--- src/rtl/io_wait_pkg.sv ---
package io_wait_pkg;
   localparam int unsigned DEF_SYNC_STAGES = 2;

   // True when the top win_w bits of a are all ones.
   function automatic logic win_hit(input logic [15:0] a, input int unsigned aw,
                                    input int unsigned win_w);
      logic hit;
      hit = 1'b1;
      for (int unsigned b = 0; b < 16; b++) begin
         if (b < aw && b >= aw - win_w) hit = hit & a[b];
      end
      return hit;
   endfunction
endpackage

--- src/rtl/io_sync.sv ---
module io_sync #(
   parameter int unsigned W      = 1,
   parameter int unsigned STAGES = 2,
   parameter logic [W-1:0] RST_V = '0
) (
   input  logic         clk,
   input  logic         rst,
   input  logic [W-1:0] d,
   output logic [W-1:0] q
);
   if (STAGES < 2) begin : g_bad
      $error("io_sync needs at least two stages");
   end

   logic [STAGES-1:0][W-1:0] chain;

   always_ff @(posedge clk) begin
      if (rst) begin
         chain <= {STAGES{RST_V}};
      end else begin
         chain[0] <= d;
         for (int unsigned s = 1; s < STAGES; s++) chain[s] <= chain[s-1];
      end
   end

   assign q = chain[STAGES-1];
endmodule

--- src/rtl/io_edge_qual.sv ---
module io_edge_qual #(
   parameter int unsigned ADDR_W = 8,
   parameter int unsigned WIN_W  = 4,
   parameter bit          DECODE = 1'b1
) (
   input  logic              clk,
   input  logic              rst,
   input  logic              req_s,
   input  logic [ADDR_W-1:0] addr_s,
   output logic              req_prev,
   output logic              fall
);
   import io_wait_pkg::*;

   logic qual;

   always_ff @(posedge clk) begin
      if (rst) req_prev <= 1'b1;
      else     req_prev <= req_s;
   end

   if (DECODE) begin : g_decoded
      if (WIN_W == 0 || WIN_W > ADDR_W || ADDR_W > 16) begin : g_bad
         $error("io_edge_qual: WIN_W must be within 1..ADDR_W and ADDR_W <= 16");
      end
      logic [15:0] a_ext;
      assign a_ext = 16'(addr_s);
      assign qual  = win_hit(a_ext, ADDR_W, WIN_W);
   end else begin : g_open
      assign qual = 1'b1;
   end

   assign fall = req_prev & ~req_s & qual;
endmodule

--- src/rtl/io_stall_latch.sv ---
module io_stall_latch (
   input  logic clk,
   input  logic rst,
   input  logic fall,
   input  logic clr_s,
   input  logic rd_s,
   output logic stall,
   output logic is_read
);
   always_ff @(posedge clk) begin
      if (rst) begin
         stall   <= 1'b0;
         is_read <= 1'b0;
      end else if (clr_s) begin
         stall <= 1'b0;
      end else if (fall) begin
         stall   <= 1'b1;
         is_read <= ~rd_s;
      end
   end

   assert_clear_wins_R4: assert property (@(posedge clk) disable iff (rst)
      clr_s |=> !stall);
   assert_set_on_edge_R2: assert property (@(posedge clk) disable iff (rst)
      (fall && !clr_s) |=> stall);
   assert_hold_until_clear_R2: assert property (@(posedge clk) disable iff (rst)
      (stall && !clr_s) |=> stall);
   assert_dir_stable_R8: assert property (@(posedge clk) disable iff (rst)
      !(fall && !clr_s) |=> $stable(is_read));
endmodule

--- src/rtl/io_wait_gen.sv ---
module io_wait_gen #(
   parameter int unsigned ADDR_W      = 8,
   parameter int unsigned WIN_W       = 4,
   parameter bit          DECODE      = 1'b1,
   parameter int unsigned SYNC_STAGES = io_wait_pkg::DEF_SYNC_STAGES
) (
   input  logic              clk,
   input  logic              rst,
   input  logic              iorq_n,
   input  logic              rd_n,
   input  logic [ADDR_W-1:0] addr,
   input  logic              clr,
   output logic              wait_n,
   output logic              pending,
   output logic              cyc_is_read
);
   localparam int unsigned BUS_W = ADDR_W + 3;
   localparam logic [BUS_W-1:0] BUS_IDLE = {1'b1, 1'b1, 1'b0, {ADDR_W{1'b0}}};

   logic [BUS_W-1:0] bus_s;
   logic              req_s, rd_s, clr_s, req_prev, fall, stall;
   logic [ADDR_W-1:0] addr_s;

   io_sync #(.W(BUS_W), .STAGES(SYNC_STAGES), .RST_V(BUS_IDLE)) u_sync (
      .clk(clk), .rst(rst), .d({iorq_n, rd_n, clr, addr}), .q(bus_s));

   assign {req_s, rd_s, clr_s, addr_s} = bus_s;

   io_edge_qual #(.ADDR_W(ADDR_W), .WIN_W(WIN_W), .DECODE(DECODE)) u_edge (
      .clk(clk), .rst(rst), .req_s(req_s), .addr_s(addr_s),
      .req_prev(req_prev), .fall(fall));

   io_stall_latch u_latch (
      .clk(clk), .rst(rst), .fall(fall), .clr_s(clr_s), .rd_s(rd_s),
      .stall(stall), .is_read(cyc_is_read));

   assign wait_n  = ~stall;
   assign pending = stall;

   assert_no_level_trigger_R1: assert property (@(posedge clk) disable iff (rst)
      (!req_s && !req_prev) |=> !$rose(pending));
   assert_rise_needs_edge_R1: assert property (@(posedge clk) disable iff (rst)
      $rose(pending) |-> ($past(req_prev) && !$past(req_s)));

   if (DECODE) begin : g_win_chk
      assert_window_R5: assert property (@(posedge clk) disable iff (rst)
         $rose(pending) |-> (&$past(addr_s[ADDR_W-1 -: WIN_W])));
   end
endmodule

--- config.mk ---
export PLATFORM = sky130hd
export DESIGN_NAME = io_wait_gen
export DESIGN_NICKNAME = d
export VERILOG_FILES = /design/src/rtl/io_wait_pkg.sv /design/src/rtl/io_sync.sv /design/src/rtl/io_edge_qual.sv /design/src/rtl/io_stall_latch.sv /design/src/rtl/io_wait_gen.sv
export SDC_FILE = /design/constraint.sdc
export NUM_CORES = 1
export LEC_CHECK = 0
export BUFFER_PORTS_ARGS = -buffer_cell sky130_fd_sc_hd__clkbuf_2
export CAP_MARGIN = 25
export CORE_AREA = 2 2 39 41
export CTS_CLUSTER_SIZE = 20
export DETAILED_ROUTE_END_ITERATION = 7
export DIE_AREA = 0 0 41 43
export PLACE_DENSITY = 0.68
export SYNTH_ARGS = -nofsm -noshare
export SYNTH_HDL_FRONTEND = slang
export SYNTH_SLANG_ARGS = --single-unit
--- constraint.sdc ---
create_clock -name clk -period 2.6 [get_ports clk]
set_input_delay 0.13 -clock clk [delete_from_list [all_inputs] [get_ports clk]]
set_output_delay 0.13 -clock clk [all_outputs]
set_load 0.05 [all_outputs]
### Word-level counts from Yosys, hierarchy flattened

Index checks and enable logic that the tools add are counted.

* ROM bits: 0
* memories: 0
* input port bits: 13
* latch bits: 0
* register bits: 25
* output and inout port bits: 3
* logic and storage cells: 16
* memory bits (writable): 0

* add/subtract/negate cells: 0
* shift-type cells: 0
* equal/unequal tests: 0
* muxes and demuxes: 0
* reduce and logical (&&, ||, !) cells: 2
* bitwise gates (word level): 9
* divide/modulo/power cells: 0
* order comparisons: 0
* multipliers: 0

Operators by type and width (count)
* $and 1x1->1: 5
* $not 1->1: 4
* $reduce_and 2->1: 1
* $reduce_or 2->1: 1

### Longest topological paths before layout

* depth in word-level cells: 5
* depth in mapped cells: 3

### Hierarchy

A second synthesis with hierarchy kept.

* cell total of the unflattened synthesis: 70
* area, all modules: 807.0 µm²

Modules (own cells, without submodules)
* io_sync: cells each 57, area each 678.2 µm², instances 1, seq. area each 440.4 µm²
* io_stall_latch: cells each 8, area each 80.1 µm², instances 1, seq. area each 40.0 µm²
* io_edge_qual: cells each 4, area each 45.0 µm², instances 1, seq. area each 20.0 µm²
* io_wait_gen: cells each 1, area each 3.8 µm², instances 1, seq. area each 0.0 µm²

### Least setup slack after synthesis

OpenSTA, ideal clock, no wires.

* path kind: register to register
* start: register, netlist name u_latch.stall
* end: register u_latch.stall
* setup time: 80 ps
* path slack: 1261 ps
* required time: 2520 ps
* data arrival time: 1259 ps
* cell stages (with the launch flop): 4
* path through: dfxtp_1 inv_1 o21ai_0 nor3b_1

RTL lines
* end signal, assigned: line io_stall_latch.sv:12 `stall <= 1'b0;`
* end signal, assigned: line io_stall_latch.sv:15 `stall <= 1'b0;`
* end signal, assigned: line io_stall_latch.sv:17 `stall <= 1'b1;`
* end, declared: line io_stall_latch.sv:7 `output logic stall,`

### Worst setup path in the final report

* start: register u_sync.chain (netlist bit u_sync.q[10])
* end: register u_latch.is_read

* cells in the longest elaborated chain, start to end: 4

RTL lines
* start, declared: line io_sync.sv:15 `logic [STAGES-1:0][W-1:0] chain;`
* start signal, assigned: line io_sync.sv:19 `chain <= {STAGES{RST_V}};`
* $not 1->1: line io_edge_qual.sv:33 `assign fall = req_prev & ~req_s & qual;`
* $and 1x1->1 (2 in series): line io_edge_qual.sv:33
* $reduce_and 2->1 (no line)
* end signal, assigned: line io_stall_latch.sv:18 `is_read <= ~rd_s;`
* end, declared: line io_stall_latch.sv:8 `output logic is_read`

No other way between the ends.
A chain may end at the register's enable or synchronous reset.

==> impl_results.md <==
* Outcome: finished clean
* Fin nets at 70
* WL/cell at 8.07 um
* Num CTS Buffers at 3
* Finished layout cell area at 609 um^2
* Clock Tree Buf Depth at 2
* Max Clk Rate at 0.883 GHz
* # DRC at 0
* Vias in the first global route at 253
* GPL Wtd Cong at 0.597
* Antenna Nets Post-Route at 0
* Core Box Area at 1380 um^2
* Via/cell ratio at 4.21
* WP data required at 2.80 ns
* N_diodes at 0
* Reg2reg setup slack at 1.47 ns
* Critical path fanouts, max at 3
* Share of layout cells above drive strength 1 at 37.5%
* Async set or reset register ratio after synthesis at 0%
* Placement Setup Slack at 1.47 ns
* # port buffers at 11
* Post-CTS resize count at 0
* Setup crit start kind: flip-flop
* Slew margin rel. at 80.1%
* Via count at 303
* CP arrival at 1.34 ns
* Die X-Extent at 41 um
* Syn. warnings at 0
* Hold Vio Cnt, Final at 0
* Total setup buffers inserted after CTS at 0
* Ports at 16
* Post-Layout Cell Count at 72
* Initial Util at 36.7%
* Final min period at 1.13 ns
* Slew Limit Fails at 0
* CP Depth at 3
* Leakage Power at 0.272 nW
* Initial antenna violation count at 0
* Worst R2R Path Depth at 3
* Critical R2R Capture: u_latch.is_read$_SDFFE_PP0P_
* Hold-fix buffer count after cts at 0
* Maximum VDD drop at 0.292 mV
* Post-synthesis instance area at 508 um^2
* Final Cycle Share at 43.6%
* Largest net degree at the start of global routing at 19
* Drt pass-1 iters at 3
* Overflow after GRT at 0
* Worst setup path endpoint: u_latch.is_read$_SDFFE_PP0P_
* Min Hold Slack at 0.0146 ns
* Pwr per Cell Area at 702 nW/um^2
* Max Cap Viol at 0
* Top-area cell type share of the netlist area at 67.0%
* CP peak stage delay at 0.36 ns
* Dominant cell by count in the synthesized netlist: dfxtp_1
* Clk sinks at 17
* Worst min path class: in2reg
* Critical path class: reg2reg
* Yosys top cell by area: dfxtp_1
* Mapped Nets at 55
* Setup WS post-layout at 1.47 ns
* Largest cells by area after synthesis: dfxtp_1 (67%), nor2b_1 (12%), or2_2 (6.2%), nand4b_4 (4.7%), o311ai_0 (1.7%)
* Die ar. at 1760 um^2
* All-Layer GR Usage at 8.74%
* Detailed Route Iter0 Violations at 5
* Routed wire length at 581 um
* Height of the die at 43 um
* Sequential area share after synthesis at 67.0%
* Setup TNS at 0 ns
* Critical Path, Cell by Cell: nand4b_4 -> or3_1 -> o31ai_1
* Post-synth EDFFs at 0
* Mean Syn Cell Area at 12.1 um^2
* Cell type group with the largest total delay on the critical path: simple AND/OR/NAND/NOR gates
* Synth top cells by count: dfxtp_1 (17), nor2b_1 (10), or2_2 (5)
* CTS tree: yes
* Crit path capture type: flip-flop
* FF+latch count, synth at 17
* Rows at 14
* Setup violators final at 0
* Clk pin slew, worst setup/hold paths at 0.10 ns
* Crit path launch: u_sync.q[10]$_SDFF_PP1_
* Number of library cell types mapped by synthesis at 12
* First-pass GRT wire length at 972 um
* Fillers at 135
* Clk_lat worst skew at 0.29 ns
* Root Buffer: clkbuf_4
* Max Clock Skew at 0.0117 ns
* RSZ-0062 raised after global routing: false
* CP max-delay cell: or3_1
* Syn Inst Count at 42
* Area post-placement at 579 um^2
* H-tree depth at 1
* Bufs and invs on worst path at 0
* Main synth FF type: dfxtp_1
* Least-Margin Pin Slew at 0.294 ns
* Reg2reg start: u_sync.q[10]$_SDFF_PP1_
* Placed cells at 68
* Layout area overhead at 20.0%
==> cell type report <==
| class | count | area [um^2] | area share (%) |
|---|---|---|---|
| flip-flops and latches | 17 | 340 | 55.9 |
| multi-input cells | 22 | 156 | 25.7 |
| repair buffers | 11 | 55.1 | 9.03 |
| clock buffers | 3 | 22.5 | 3.70 |
| well taps | 16 | 20.0 | 3.29 |
| clock inverters | 1 | 7.51 | 1.23 |
| inverters | 2 | 7.51 | 1.23 |
==> report_power, final <==
part	switching (W)	internal, W	leakage (nW)
clock network	0.0000785	0.0000584	0.0139
registers	0.00000324	0.000271	0.140
logic	0.00000624	0.0000104	0.118
==> logic make-up after synthesis <==
group,Yosys count,share of synthesized area (%)
AOI/OAI and AO/OA,3,4.19
buffers and inverters,3,2.22
DFF,17,67.0
and+or+nand+nor,19,26.6
==> how the worst min path moves through the flow <==
stage           start                           to  cells after the start
5_1_grt          rd_n   u_sync.chain[9]$_SDFF_PP1_                      2
4_1_cts          rd_n   u_sync.chain[9]$_SDFF_PP1_                      2
2_1_floorplan     rst   u_sync.chain[4]$_SDFF_PP0_                      1
3_3_place_gp   iorq_n  u_sync.chain[10]$_SDFF_PP1_                      2
6_report         rd_n   u_sync.chain[9]$_SDFF_PP1_                      2
3_5_place_dp     rd_n   u_sync.chain[9]$_SDFF_PP1_                      2
==> cells in the final DEF, fill, tap and decap left out, drive strengths merged <==
| cell | instances |
|---|---|
| clkbuf | 14 |
| clkinvlp | 1 |
| dfxtp | 17 |
| inv | 2 |
| nand2 | 1 |
| nand4b | 1 |
| nor2b | 10 |
| nor3b | 1 |
| o21ai | 1 |
| o311ai | 1 |
| o31ai | 1 |
| or2 | 5 |
| or3 | 1 |
==> stage by stage <==
| step | total power, W | utilization [%] |
|---|---|---|
| 2_1_floorplan | 0.000289 | - |
| 3_3_place_gp | 0.000296 | 41.9 |
| 3_5_place_dp | 0.000297 | 41.9 |
| 4_1_cts | 0.000434 | 44.0 |
| 5_1_grt | 0.000450 | 44.0 |
| 6_report | 0.000427 | 44.0 |
==> per-layer routing <==
layer	vias up	GRT usage [%]	part of all wire [%]
met3	2	1.57	6.4
met1	132	10.4	43
met2	9	10.6	47
li1	160	-	-
met4	0	12.0	3.3
met5	-	0	0
==> worst reg2reg max path, cell delays in order (launching register included) <==
cell and delay [ns]:
dfxtp_1 0.32, nand4b_4 0.17, or3_1 0.36, o31ai_1 0.20
==> registers in the layout, indices dropped and copies added, names as in the netlist <==
register	flops
u_edge.req_prev	1
u_latch.is_read	1
u_latch.stall	1
u_sync.chain	7
u_sync.q	7
Note: power is estimated with default switching activity, not from simulation.
